`src/rtl/ref_timer_pkg.sv`:
```
package ref_timer_pkg;
    typedef enum logic [1:0] {
        SRC_STOP = 2'b00,
        SRC_CLK  = 2'b01,
        SRC_DIV  = 2'b10,
        SRC_EXT  = 2'b11
    } src_e;

    typedef struct packed {
        logic steer_dma;
        logic req_en;
        logic toggle;
        logic restart;
        src_e src;
        logic run;
    } mode_t;

    localparam int MODE_W = $bits(mode_t);
    localparam int ADDR_W = 2;
    localparam logic [ADDR_W-1:0] A_MODE = 2'd0;
    localparam logic [ADDR_W-1:0] A_REF  = 2'd1;
    localparam logic [ADDR_W-1:0] A_CNT  = 2'd2;
    localparam logic [ADDR_W-1:0] A_EVT  = 2'd3;
endpackage

```
`src/rtl/ref_timer_tick.sv`:
```
module ref_timer_tick
    import ref_timer_pkg::*;
#(
    parameter int PRESC_DIV   = 16,
    parameter int SYNC_STAGES = 2
) (
    input  logic clk,
    input  logic rst_n,
    input  src_e src,
    input  logic ext_in,
    output logic tick
);
    logic div_tick;
    logic ext_fall;

    generate
        if (PRESC_DIV < 2) begin : g_nodiv
            assign div_tick = 1'b1;
        end else begin : g_div
            localparam int PW = $clog2(PRESC_DIV);
            logic [PW-1:0] pre_q;
            always_ff @(posedge clk or negedge rst_n) begin
                if (!rst_n)                          pre_q <= '0;
                else if (pre_q == PW'(PRESC_DIV-1))  pre_q <= '0;
                else                                 pre_q <= pre_q + 1'b1;
            end
            assign div_tick = (pre_q == PW'(PRESC_DIV-1));
        end
    endgenerate

    // synchroniser stages plus one history stage for edge detection
    logic [SYNC_STAGES:0] sh_q;
    always_ff @(posedge clk or negedge rst_n) begin
        if (!rst_n) sh_q <= '1;
        else        sh_q <= {sh_q[SYNC_STAGES-1:0], ext_in};
    end
    assign ext_fall = sh_q[SYNC_STAGES] & ~sh_q[SYNC_STAGES-1];

    always_comb begin
        unique case (src)
            SRC_STOP: tick = 1'b0;
            SRC_CLK:  tick = 1'b1;
            SRC_DIV:  tick = div_tick;
            SRC_EXT:  tick = ext_fall;
            default:  tick = 1'b0;
        endcase
    end
endmodule

```
`src/rtl/ref_timer_core.sv`:
```
module ref_timer_core #(
    parameter int CNT_W = 32
) (
    input  logic             clk,
    input  logic             rst_n,
    input  logic             run,
    input  logic             restart,
    input  logic             toggle,
    input  logic             tick,
    input  logic [CNT_W-1:0] ref_val,
    output logic [CNT_W-1:0] cnt,
    output logic             hit,
    output logic             reinit,
    output logic             tmr_out
);
    typedef enum logic {ST_HALT, ST_RUN} core_st_e;
    core_st_e st_q, st_d;

    logic [CNT_W-1:0] next_cnt;
    logic             pulse_q;
    logic             tog_q;

    assign next_cnt = cnt + 1'b1;
    assign hit      = run && tick && (next_cnt == ref_val);

    always_comb begin
        st_d   = st_q;
        reinit = 1'b0;
        unique case (st_q)
            ST_HALT: if (run)  st_d = ST_RUN;
            ST_RUN:  if (!run) begin st_d = ST_HALT; reinit = 1'b1; end
            default: st_d = ST_HALT;
        endcase
    end

    always_ff @(posedge clk or negedge rst_n) begin
        if (!rst_n) st_q <= ST_HALT;
        else        st_q <= st_d;
    end

    always_ff @(posedge clk or negedge rst_n) begin
        if (!rst_n) begin
            cnt     <= '0;
            pulse_q <= 1'b1;
            tog_q   <= 1'b1;
        end else begin
            pulse_q <= !(hit && !toggle);
            if (!run) begin
                cnt   <= '0;
                tog_q <= 1'b1;
            end else if (tick) begin
                cnt <= (hit && restart) ? '0 : next_cnt;
                if (hit) tog_q <= ~tog_q;
            end
        end
    end

    assign tmr_out = toggle ? tog_q : pulse_q;

    p_pulse_width_r1: assert property (@(posedge clk) disable iff (!rst_n)
        (!pulse_q && !hit) |=> pulse_q);
    p_restart_zero_r4: assert property (@(posedge clk) disable iff (!rst_n)
        (hit && restart) |=> (cnt == '0));
    p_stop_hold_r5: assert property (@(posedge clk) disable iff (!rst_n)
        !tick |=> ((cnt == $past(cnt)) || (cnt == '0)));
    p_halt_zero_r7: assert property (@(posedge clk) disable iff (!rst_n)
        !run |=> (cnt == '0));
endmodule

```
`src/rtl/ref_timer_req.sv`:
```
module ref_timer_req (
    input  logic clk,
    input  logic rst_n,
    input  logic flag,
    input  logic raise,
    input  logic req_en,
    input  logic steer_dma,
    input  logic reinit,
    input  logic dma_ack,
    output logic irq,
    output logic dma_req
);
    typedef enum logic {RQ_IDLE, RQ_PEND} req_st_e;
    req_st_e st_q, st_d;

    always_comb begin
        st_d = st_q;
        unique case (st_q)
            RQ_IDLE: if (raise && req_en && steer_dma && !reinit) st_d = RQ_PEND;
            RQ_PEND: if (dma_ack || reinit) st_d = RQ_IDLE;
            default: st_d = RQ_IDLE;
        endcase
    end

    always_ff @(posedge clk or negedge rst_n) begin
        if (!rst_n) st_q <= RQ_IDLE;
        else        st_q <= st_d;
    end

    assign dma_req = (st_q == RQ_PEND);
    assign irq     = flag && req_en && !steer_dma;

    p_dma_steer_r3: assert property (@(posedge clk) disable iff (!rst_n)
        $rose(dma_req) |-> $past(steer_dma && req_en));
    p_irq_flag_r3: assert property (@(posedge clk) disable iff (!rst_n)
        irq |-> !dma_req || !steer_dma);
    p_dma_hold_r9: assert property (@(posedge clk) disable iff (!rst_n)
        (dma_req && !dma_ack && !reinit) |=> dma_req);
endmodule

```
`src/rtl/ref_timer.sv`:
```
module ref_timer
    import ref_timer_pkg::*;
#(
    parameter int CNT_W       = 32,
    parameter int PRESC_DIV   = 16,
    parameter int SYNC_STAGES = 2
) (
    input  logic             clk,
    input  logic             rst_n,
    input  logic             wr_en,
    input  logic [1:0]       addr,
    input  logic [CNT_W-1:0] wr_data,
    output logic [CNT_W-1:0] rd_data,
    input  logic             ext_in,
    output logic             tmr_out,
    output logic             irq,
    input  logic             dma_ack,
    output logic             dma_req
);
    mode_t            mode_q;
    logic [CNT_W-1:0] ref_q;
    logic [CNT_W-1:0] cnt;
    logic             flag_q;
    logic             tick, hit, reinit, raise;

    always_ff @(posedge clk or negedge rst_n) begin
        if (!rst_n) begin
            mode_q <= '0;
            ref_q  <= '0;
        end else if (wr_en) begin
            if (addr == A_MODE) mode_q <= mode_t'(wr_data[MODE_W-1:0]);
            if (addr == A_REF)  ref_q  <= wr_data;
        end
    end

    always_ff @(posedge clk or negedge rst_n) begin
        if (!rst_n)                                 flag_q <= 1'b0;
        else if (reinit)                            flag_q <= 1'b0;
        else if (hit)                               flag_q <= 1'b1;
        else if (wr_en && addr == A_EVT && wr_data[0]) flag_q <= 1'b0;
    end

    assign raise = hit && !flag_q;

    always_comb begin
        unique case (addr)
            A_MODE:  rd_data = CNT_W'(mode_q);
            A_REF:   rd_data = ref_q;
            A_CNT:   rd_data = cnt;
            A_EVT:   rd_data = CNT_W'(flag_q);
            default: rd_data = '0;
        endcase
    end

    ref_timer_tick #(.PRESC_DIV(PRESC_DIV), .SYNC_STAGES(SYNC_STAGES)) u_tick (
        .clk(clk), .rst_n(rst_n), .src(mode_q.src), .ext_in(ext_in), .tick(tick)
    );

    ref_timer_core #(.CNT_W(CNT_W)) u_core (
        .clk(clk), .rst_n(rst_n), .run(mode_q.run), .restart(mode_q.restart),
        .toggle(mode_q.toggle), .tick(tick), .ref_val(ref_q), .cnt(cnt),
        .hit(hit), .reinit(reinit), .tmr_out(tmr_out)
    );

    ref_timer_req u_req (
        .clk(clk), .rst_n(rst_n), .flag(flag_q), .raise(raise),
        .req_en(mode_q.req_en), .steer_dma(mode_q.steer_dma), .reinit(reinit),
        .dma_ack(dma_ack), .irq(irq), .dma_req(dma_req)
    );

    p_flag_sticky_r8: assert property (@(posedge clk) disable iff (!rst_n)
        (flag_q && !reinit && !(wr_en && addr == A_EVT && wr_data[0])) |=> flag_q);
    p_flag_on_hit_r8: assert property (@(posedge clk) disable iff (!rst_n)
        hit |=> flag_q);
endmodule

```
`config.mk`:
```
export PLATFORM = sky130hd
export DESIGN_NAME = ref_timer
export DESIGN_NICKNAME = d
export VERILOG_FILES = /design/src/rtl/ref_timer_pkg.sv /design/src/rtl/ref_timer_tick.sv /design/src/rtl/ref_timer_core.sv /design/src/rtl/ref_timer_req.sv /design/src/rtl/ref_timer.sv
export SDC_FILE = /design/constraint.sdc
export NUM_CORES = 1
export LEC_CHECK = 0
export CORE_MARGIN = 2
export CORE_UTILIZATION = 60
export CTS_CLUSTER_SIZE = 12
export DETAILED_ROUTE_END_ITERATION = 6
export PLACE_DENSITY = 0.91
export SYNTH_ARGS = -nofsm -noshare
export SYNTH_HDL_FRONTEND = slang
export SYNTH_SLANG_ARGS = --single-unit
```
`constraint.sdc`:
```
create_clock -name clk -period 10.34 [get_ports clk]
set_input_delay 2.068 -clock clk [delete_from_list [all_inputs] [get_ports clk]]
set_output_delay 2.068 -clock clk [all_outputs]
set_load 0.02 [all_outputs]
```
# Yosys cells after proc, flatten, opt, wreduce, memory -nomap -nowiden
# Index checks and enable logic that the tools add are counted.
# Widths: inputs -> output; s select.
[totals]
register_bits = 83
input_bits = 39
output_inout_bits = 35
elab_cells = 74
[classes]
n_addsub = 2
eq_ne = 10
mux = 19
bitwise_logic = 4
reduce_logical = 24
[op_table]
columns = ["op", "count"]
rows = [
  ["$pmux 32 s4", 1],
  ["$mux 32", 3],
  ["$add 32x1->32 const B", 1],
  ["$eq 32x32->1", 1],
  ["$logic_and 1x1->1", 12],
  ["$mux 1", 12],
  ["$eq 2x2->1 const B", 4],
  ["$reduce_and 2->1", 3],
  ["$logic_not 1->1", 5],
  ["$add 4x1->4 const B", 1],
  ["$eq 2x1->1 const B", 2],
  ["$eq 4x4->1 const B", 1],
  ["$logic_not 2->1", 2],
  ["$mux 4", 1],
  ["$ne 2x1->1 const B", 2],
  ["$pmux 1 s4", 1],
  ["$not 1->1", 3],
  ["$reduce_bool 3->1", 1],
  ["$pmux 1 s2", 1],
  ["$and 1x1->1", 1],
  ["$logic_or 1x1->1", 1],
]

# Logic depth before layout (Yosys ltp)
# Gate-level depths: netlist (run 1).
[depth]
ltp_word = 11
depth_mapped = 11
depth_no_buf = 9

# Hierarchy
# From an unflattened synthesis (run 1), not the netlist that was laid out.
[unflattened]
hier_cells = 580
area_unflattened_um2 = 5710.5
[by_module_without_submodules]
columns = ["module", "n_inst", "cells_each", "area_each_um2", "seq_area_each_um2"]
rows = [
  ["ref_timer_core", 1, 420, 3465.8, 878.3],
  ["ref_timer", 1, 137, 1926.8, 1001.0],
  ["ref_timer_tick", 1, 18, 264.0, 178.9],
  ["ref_timer_req", 1, 5, 53.8, 25.0],
]

# Worst setup path after synthesis (run 1)
# OpenSTA, ideal clock, no wires.
[synth_path]
kind = "input port to output port"
start = "in addr[0]"
end = "out rd_data[2]"
t_arrival_ns = 3.149
required_time_ns = 8.272
slack_ns = 5.123
path_stages = 5
path_buffers = 2
path_cell_list = "clkbuf_1 > nor2b_1 > clkbuf_1 > nand2_1 > o21ai_0"
[synth_via]
elab_chain_cells = 2
[synth_lines]
columns = ["item", "line_no", "source"]
rows = [
  ["start, declared", "ref_timer.sv:11", "input logic [1:0] addr,"],
  ["$eq 2x2->1 (tied with other cells)", "ref_timer.sv:46", "unique case (addr)"],
  ["$pmux 32 s4 *", "ref_timer.sv:46", ""],
  ["end, declared", "ref_timer.sv:13", "output logic [CNT_W-1:0] rd_data,"],
]
# Every way passes the cells marked *; elsewhere a longest branch is shown, timed or not.

# Worst setup path in the final report (run 1)
[layout_path]
start = "in addr[0]"
end = "out rd_data[31]"
# Same word-level chain as after synthesis.

==> flow_metrics.tcl, run 1 <==
set metrics [dict create \
    status "finished, final reports clean" \
    grt_first_pass_wirelength_um 22600 \
    cts_sinks 83 \
    ys_ff_latch 83 \
    first_pass_iters 4 \
    p_total_w 0.000882 \
    cts.root.buffer_cell "clkbuf_8" \
    p_per_area_nw_per_um2 141 \
    worstSetupPathType "input pin to primary output" \
    drt-total-wl_um 13800 \
    crit_top_cell "clkdlybuf4s50_1" \
    synth_cell_types 67 \
    startpoint "addr[0]" \
    netlist_instances 544 \
    rsz0062_at_grt "no" \
    critPathTopFamily "buffers and inverters" \
    cts_max_path_buffers 2 \
    post-cts-setup-buffer-count 0 \
    clk_pin_slew_worst_paths_ns 0.08 \
    r2r_slack_ns 5.92 \
    setup_tns_ns 0 \
    synth-warning-count 0 \
    end_kind "primary output" \
    mostFrequentLayoutCell "dfrtp_1" \
    fin_crit_ns 7.02 \
    path_max_fanout 25 \
    avgSynthCellArea_sq_um 9.84 \
    r2r_start "u_core.cnt[2]" \
    dr.max_layer_used "met4" \
    layout_common_cells "dfrtp_1 (78), clkdlybuf4s50_1 (72), nor2_1 (43), mux2_2 (39), xnor2_1 (38)" \
    track_usage_pct 28.9 \
    worst_path_largest_cell_delay_ns 1.08 \
    diodes 0 \
    drtIter0Drc 286 \
    ctsHoldBuffers 0 \
    drv_slew 0 \
    nNetsFinal 632 \
    die_h_um 98.5 \
    wl_per_cell_um 19.6 \
    path_cells "clkdlybuf4s50_1 -> nor2b_2 -> a22o_1 -> clkdlybuf4s50_1" \
    slowest_stage "nor2b_2" \
    cts_made_buffers 9 \
    antenna_found_initial 0 \
    via_per_inst 6.55 \
    cellLeakagePower_nw 2.52 \
    wl_met2_um 6850 \
    ys.flop_type "dfrtp_1" \
    min-delay-start "u_tick.sh_q[0]" \
    cts_tree "built" \
    first_global_vias 4532 \
    met1_length_um 5630 \
    arrival_ns 4.95 \
    dp_hpwl_um 9800 \
    synth_edf_count 0 \
    setup_viol 0 \
    ys_seq_area_share_pct 38.9 \
    grt_max_degree 84 \
    placed_cells 688 \
    required_ns 8.27 \
    relSlewSlack_pct 18.8 \
    cts_max_level 3 \
    finClkSkew_ns 0.0109 \
    num_vias 4608 \
    crit_buf_inv 2 \
    ios 74 \
    hold_violations 0 \
    max_cap_violations 0 \
    core-area_sq_um 8680 \
    fin_cells 703 \
    wl_met3_um 977 \
    drive_gt1_share_pct 13.3 \
    syn_area_sq_um 5350 \
    antenna_left 0 \
    io_buffer_count 73 \
    syn_nets 585 \
    fin_crit_sh_pct 67.9 \
    die_w_um 98.5 \
    syn_to_final_growth_pct 16.8 \
    fmax_mhz 142 \
    min_path_type "flop to flop" \
    start_util_pct 61.7 \
    worstSetupStartpointType "input pin" \
    postLayoutCoreUtil_pct 72.0 \
    max_slew.worst_pin.slew_ns 1.21 \
    die_area_sq_um 9690 \
    overflow 0 \
    row_count 34 \
    remaining_drc_errors 0 \
    cts_resized 0 \
    clkLatencyLatePin_ns 0.36 \
    synth-async-reset-ratio_pct 100 \
    gp_congestion 0.903 \
    vdd_drop_max_mv 0.129 \
]
-- metal layers --
layer,up-vias,GRT usage (%)
met5,-,0
met4,0,10.4
met3,33,5.46
met2,225,49.0
met1,2260,37.2
li1,2090,-
-- final timing paths --
check | end | depth (start not counted)
min reg2reg | u_tick.sh_q[1] | 0
max in group asynchronous | u_core.cnt[29] | 1
max reg2reg | u_core.cnt[23] | 9
min in group asynchronous | ref_q[10] | 1
max | rd_data[31] | 4
min | u_tick.sh_q[1] | 0
-- cell families after synthesis --
kind of cell	Yosys count	share of synthesized area [%]
multiplexers	49	10.3
AO/OA/AOI/OAI	94	13.5
AND/OR/NAND/NOR	201	21.6
adder cells (fa/ha/maj)	2	0.467
flip-flops	83	38.9
XOR/XNOR	68	11.1
buffers and inverters	47	4.07
-- worst reg2reg max path: stages (launching register included) --
cell and delay [ns]:
dfrtp_1 0.58, nand4_2 0.27, nor4_4 0.75, a31oi_1 0.26, or4_1 0.54, nor4_1 0.31, nand4_1 0.22, o41ai_4 0.96
buf_4 0.35, nor2_1 0.08
-- cell usage after synthesis (3+ instances only) --
cell       n  area share, %
a31oi_1    6           0.70
nand4_1   21            2.5
a22o_1    26            4.3
a31o_2     4           0.65
inv_1      6           0.42
buf_6      3           0.63
nor2_1    43            3.0
nand2b_1   5           0.58
a21oi_1   10           0.93
dfrtp_1   78             36
nand3_1   20            1.9
nor4_4     3            1.2
or4_1      7           0.98
xnor2_1   38            6.2
o211a_1    3           0.56
xor2_1    30            4.9
o21ai_0   17            1.6
o211ai_1   3           0.42
nand2_1   34            2.4
and2_1     4           0.47
mux2_2    39            8.2
mux2i_1    9            1.7
dfstp_2    5            2.5
and4_1     6           0.98
clkbuf_1  22            1.5
nor3_1    12            1.1
and3_1     9            1.1
nand4_2    3           0.70
nor2b_1    8           0.93
nor4_1     6           0.70
nor3b_1    6           0.84
buf_2     10           0.93
buf_1      3           0.21
-- final cells by class --
| cell class | count | area [sq um] |
|---|---|---|
| Clock buffer | 13 | 159 |
| Clock inverter | 2 | 35.0 |
| Fill cell | 624 | 2430 |
| Inverter | 6 | 22.5 |
| Multi-Input combinational cell | 414 | 3060 |
| Sequential cell | 83 | 2080 |
| Tap cell | 108 | 135 |
| Timing Repair Buffer | 77 | 758 |
-- flip-flops by register name, indices dropped and copies added, names as in the netlist --
register            count
flag_q                  1
u_req.dma_req           1
u_tick.g_div.pre_q      4
ref_q                  32
mode_q                  7
u_core.st_q             1
u_core.cnt             32
u_core.tog_q            1
u_tick.sh_q             3
u_core.pulse_q          1
-- stage by stage --
step                      worst slack, ns  hold slack [ns]  cell area [sq um]
after floorplan                      5.12            0.345               5350
after global placement               3.46            0.347               6060
after detailed placement             3.38            0.353               6060
after CTS                            3.34            0.360               6250
after global routing                 3.21            0.362               6250
final                                3.32            0.356               6250
-- power breakdown --
| part | leakage [nW] | internal (W) | switching [W] |
|---|---|---|---|
| sequential | 1.05 | 0.000359 | 0.0000474 |
| combinational | 1.37 | 0.000116 | 0.000119 |
| clock | 0.0995 | 0.000124 | 0.000117 |
Note: power is estimated with default switching activity, not from simulation.
==> run 2: changes to the inputs <==
- CORE_UTILIZATION: 60 -> 50
- PLACE_DENSITY: 0.91 -> 0.82
- clock period: 10.34 -> 5.8 ns (I/O delays scaled with it)
==> flow_metrics.tcl, run 2 (synthesis gave the netlist of run 1 again) <==
set metrics [dict create \
    status "finished, final reports clean" \
    row_count 37 \
    dp_hpwl_um 10100 \
    ff_latch_area_sq_um 2080 \
    multi_input_area_sq_um 3060 \
    cts_max_level 3 \
    nNetsFinal 634 \
    met1_length_um 6660 \
    worstSetupPathType "input pin to primary output" \
    wl_met2_um 6910 \
    cts_max_path_buffers 2 \
    postLayoutCellArea_sq_um 6280 \
    post-cts-setup-buffer-count 0 \
    clkLatencyLatePin_ns 0.37 \
    track_usage_pct 26.0 \
    worst_path_largest_cell_delay_ns 0.81 \
    slowest_stage "nor2b_2" \
    wl_met3_um 635 \
    crit_top_cell "clkdlybuf4s50_1" \
    gp_congestion 0.864 \
    die_h_um 107 \
    cellLeakagePower_nw 2.51 \
    min_path_type "flop to flop" \
    path_max_fanout 17 \
    layout_common_cells "dfrtp_1 (78), clkdlybuf4s50_1 (72), nor2_1 (43), mux2_2 (39), xnor2_1 (38)" \
    setup_tns_ns 0 \
    hold_violations 0 \
    dpl_cell_area_sq_um 6110 \
    cts_sinks 83 \
    arrival_ns 3.82 \
    rsz0062_at_grt "no" \
    path_cells "clkdlybuf4s50_1 -> nor2b_2 -> buf_4 -> nand2_1 -> o21ai_0 -> clkdlybuf4s50_1" \
    p_per_area_nw_per_um2 242 \
    via_per_inst 6.13 \
    antenna_left 0 \
    fin_cells 734 \
    fillCellCount 928 \
    max_slew.worst_pin.slew_ns 1.35 \
    first_global_vias 4535 \
    io_buffer_count 73 \
    cts_made_buffers 9 \
    max_cap_violations 0 \
    antenna_found_initial 0 \
    start_util_pct 51.6 \
    relSlewSlack_pct 9.56 \
    remaining_drc_errors 0 \
    cts_resized 0 \
    syn_to_final_growth_pct 17.2 \
    placed_cells 718 \
    worstSetupStartpointType "input pin" \
    die_w_um 107 \
    fmax_mhz 201 \
    grt_first_pass_wirelength_um 23300 \
    ctsHoldBuffers 0 \
    cts.root.buffer_cell "clkbuf_8" \
    dr.max_layer_used "met4" \
    grt_max_degree 84 \
    die_area_sq_um 11600 \
    drtIter0Drc 266 \
    fin_crit_ns 4.98 \
    num_vias 4502 \
    clk_pin_slew_worst_paths_ns 0.09 \
    finClkSkew_ns 0.00963 \
    mostFrequentLayoutCell "dfrtp_1" \
    setup_viol 0 \
    required_ns 4.64 \
    drt-total-wl_um 14400 \
    drv_slew 0 \
    vdd_drop_max_mv 0.170 \
    core-area_sq_um 10400 \
    wl_per_cell_um 19.6 \
    drive_gt1_share_pct 13.9 \
    top_regs "ref_q: 32 flops, u_core.cnt: 32 flops, mode_q: 7 flops" \
    diodes 0 \
    first_pass_iters 5 \
    overflow 0 \
    fin_crit_sh_pct 85.9 \
    ios 74 \
    cts_tree "built" \
    end_kind "primary output" \
]
-- run 2: cell types whose count changed in the layout (fill, tap and decap cells not counted), sizes merged --
cell      before  now
clkbuf        13   10
buf            5    7
clkinv         1    4
clkinvlp       0    2
bufinv         1    0
-- run 2: through the flow --
stage	worst slack, ns	total power, W	hold WS [ns]	util, %
floorplan	2.27	0.000985	0.345	-
global placement	0.980	0.00113	0.346	58.9
detailed placement	0.816	0.00115	0.349	58.9
CTS	0.795	0.00152	0.361	60.5
global route	0.658	0.00160	0.364	60.5
finish	0.818	0.00152	0.360	60.5
-- run 2: per-layer routing --
| metal | GRT usage, % | vias up |
|---|---|---|
| li1 | - | 2094 |
| met3 | 3.93 | 17 |
| met4 | 7.60 | 0 |
| met1 | 35.2 | 2263 |
| met5 | 0 | - |
| met2 | 43.3 | 128 |
-- run 2: final cells by class --
class,count,area share (%)
Multi-Input combinational cell,414,48.7
Sequential cell,83,33.2
Clock buffer,10,2.03
Inverter,6,0.359
Timing Repair Buffer,79,12.3
Clock inverter,6,0.678
Tap cell,136,2.71
-- run 2: final timing paths --
check                      slack, ns             end            from  cells after the start
max in group asynchronous       4.15       mode_q[1]           rst_n                      1
min                             0.36  u_tick.sh_q[1]  u_tick.sh_q[0]                      0
max                             0.82      rd_data[5]         addr[0]                      6
max reg2reg                     1.40  u_core.cnt[15]   u_core.cnt[2]                      9
min in group asynchronous       0.98  u_core.cnt[12]           rst_n                      1
min reg2reg                     0.36  u_tick.sh_q[1]  u_tick.sh_q[0]                      0
-- run 2: where the power goes --
group | switching (W) | internal, W | total [W]
clock network | 0.000225 | 0.000156 | 0.000380
registers | 0.0000837 | 0.000639 | 0.000723
logic | 0.000210 | 0.000209 | 0.000418
total | 0.000518 | 0.00100 | 0.00152
-- run 2: worst max-delay path: cells and delay by family --
| kind | cells | cell delay (ns) |
|---|---|---|
| compound gates | 1 | 0.11 |
| buf+inv | 3 | 1.66 |
| simple gates | 2 | 0.88 |
==> run 3: changes to the inputs <==
- ABC_AREA: not set -> 1
- CELL_PAD_IN_SITES_DETAIL_PLACEMENT: not set -> 0
- CELL_PAD_IN_SITES_GLOBAL_PLACEMENT: not set -> 1
- CORE_UTILIZATION: 50 -> 35
- CTS_CLUSTER_DIAMETER: not set -> 120
==> flow_metrics.tcl, run 3 <==
set metrics [dict create \
    clk_pin_slew_worst_paths_ns 0.06 \
    remaining_drc_errors 0 \
    drive_gt1_share_pct 5.14 \
    antenna_found_initial 0 \
    wl_per_cell_um 15.3 \
    ctsHoldBuffers 0 \
    die_h_um 129 \
    worstSetupPathType "input pin to primary output" \
    crit_buf_inv 4 \
    dp_hpwl_um 13100 \
    syn_to_final_growth_pct 22.6 \
    num_vias 5791 \
    cts_sinks 83 \
    avgSynthCellArea_sq_um 6.24 \
    ys_ff_latch 83 \
    synth_top_area_share_pct 35.4 \
    synth-warning-count 0 \
    mostFrequentLayoutCell "nand2_1" \
    netlist_instances 882 \
    post-cts-setup-buffer-count 0 \
    via_per_inst 4.97 \
    worst_path_largest_cell_delay_ns 0.66 \
    path_max_fanout 29 \
    p_per_area_nw_per_um2 233 \
    fin_crit_ns 4.77 \
    cts_tree "built" \
    layout_common_cells "nand2_1 (350), nor2_1 (115), inv_1 (100), dfrtp_1 (78), nand3_1 (75)" \
    cts_max_level 3 \
    fin_crit_sh_pct 82.3 \
    synth-async-reset-ratio_pct 100 \
    end_kind "primary output" \
    die_area_sq_um 16800 \
    die_w_um 129 \
    gp_congestion 0.904 \
    diodes 0 \
    path_cells "clkdlybuf4s50_1 -> inv_1 -> nor2_1 -> inv_1 -> o22ai_1 -> clkdlybuf4s50_1" \
    worstSetupStartpointType "input pin" \
    start_util_pct 36.0 \
    hold_violations 0 \
    first_pass_iters 6 \
    p_total_w 0.00157 \
    ios 74 \
    syn_area_sq_um 5510 \
    row_count 45 \
    top_regs "ref_q: 32 flops, u_core.cnt: 32 flops, mode_q: 7 flops" \
    setup_tns_ns 0 \
    relSlewSlack_pct 24.9 \
    synth_common_cells "nand2_1 (351), nor2_1 (116), inv_1 (100)" \
    nNetsFinal 990 \
    max_slew.worst_pin.slew_ns 1.12 \
    synth_most_common_cell "nand2_1" \
    first_global_vias 5504 \
    ys_top_cells_by_area "dfrtp_1 (35%), nand2_1 (24%), nor2_1 (7.9%), inv_1 (6.8%), nand3_1 (6.8%)" \
    cts_max_path_buffers 2 \
    arrival_ns 3.61 \
    status "finished, final reports clean" \
    cts_made_buffers 9 \
    clkLatencyLatePin_ns 0.36 \
    drv_slew 0 \
    core-area_sq_um 15300 \
    max_cap_violations 0 \
    overflow 0 \
    cellLeakagePower_nw 3.16 \
    synth_edf_count 0 \
    fmax_mhz 210 \
    busiest_layer "met2" \
    antenna_left 0 \
    setup_viol 0 \
    track_usage_pct 22.4 \
    ys.flop_type "dfrtp_1" \
    critPathTopFamily "buffers and inverters" \
    ys_seq_area_share_pct 37.8 \
    finClkSkew_ns 0.00934 \
    grt_max_degree 65 \
    slowest_stage "clkdlybuf4s50_1" \
    drt-total-wl_um 17900 \
    rsz0062_at_grt "no" \
    grt_use_met1_pct 31.0 \
    use_met3_pct 4.05 \
    cts.root.buffer_cell "clkbuf_16" \
    syn_nets 923 \
    yosys.area.top_type "dfrtp_1" \
    cts_resized 0 \
    grt_first_pass_wirelength_um 28700 \
    vdd_drop_max_mv 0.147 \
    drtIter0Drc 404 \
    synth_cell_types 33 \
    required_ns 4.64 \
    min_path_type "flop to flop" \
    io_buffer_count 73 \
    use_met2_pct 36.2 \
]
==> run 3: cell types whose count changed after synthesis, sizes merged, moves of 24 or more <==
cell,before,now
mux2,39,0
o22ai,1,25
xnor2,38,1
xor2,30,1
nor2,43,128
a21oi,10,41
a22o,26,0
nand3,21,76
nand2,34,354
inv,6,103
==> run 3: metrics by stage <==
| step | area (sq um) | util (%) | cells | hold slack [ns] | setup slack, ns |
|---|---|---|---|---|---|
| after floorplan | 5510 | - | 882 | 0.345 | 2.45 |
| after global placement | 6460 | 42.2 | 1149 | 0.347 | 1.07 |
| after detailed placement | 6460 | 42.2 | 1149 | 0.354 | 1.04 |
| after CTS | 6760 | 44.1 | 1165 | 0.363 | 1.02 |
| after global routing | 6760 | 44.1 | 1165 | 0.367 | 0.789 |
| final | 6760 | 44.1 | 1165 | 0.360 | 1.03 |
==> run 3: per-layer routing <==
layer  share of wire [%]  up-vias
li1                    -     2934
met1                  47     2678
met3                 5.9       18
met5                   0        -
met2                  45      161
met4                 1.3        0
==> run 3: cells by family (layout without fill, tap and decap cells) <==
| group | Yosys count | count (layout) | synth area share [%] |
|---|---|---|---|
| buf+inv | 127 | 199 | 8.72 |
| xor+xnor | 2 | 2 | 0.318 |
| simple gates | 577 | 577 | 43.3 |
| fa+ha+maj | 2 | 2 | 0.454 |
| compound gates | 91 | 91 | 9.34 |
| flops | 83 | 83 | 37.8 |
==> run 3: layout make-up <==
class	count	area (sq um)
clock buffer	10	229
sequential	83	2080
inverter	105	394
tap	211	264
fill	1670	8560
clock inverter	6	65.1
multi-input combinational	672	2950
timing repair buffer	78	766
==> run 3: power by group <==
group / switching (W) / internal [W]
logic: 0.000195 / 0.000118
clock network: 0.000259 / 0.000336
registers: 0.0000386 / 0.000627
==> run 3: final timing paths <==
kind	startpoint	to	slack, ns	cells past startpoint
setup / recovery	addr[1]	rd_data[31]	1.03	6
hold / removal	u_tick.sh_q[0]	u_tick.sh_q[1]	0.36	0
setup reg to reg	u_core.cnt[0]	u_core.cnt[16]	2.29	17
hold reg to reg	u_tick.sh_q[0]	u_tick.sh_q[1]	0.36	0
max in group asynchronous	rst_n	u_core.pulse_q	4.03	2
min in group asynchronous	rst_n	ref_q[22]	0.80	1
==> run 3: worst register-to-register path: cells and delay by family (launching register included) <==
family / cells / cell delay (ns)
simple gates: 15 / 2.21
flops: 1 / 0.52
buf+inv: 1 / 0.40
fa+ha+maj: 1 / 0.26
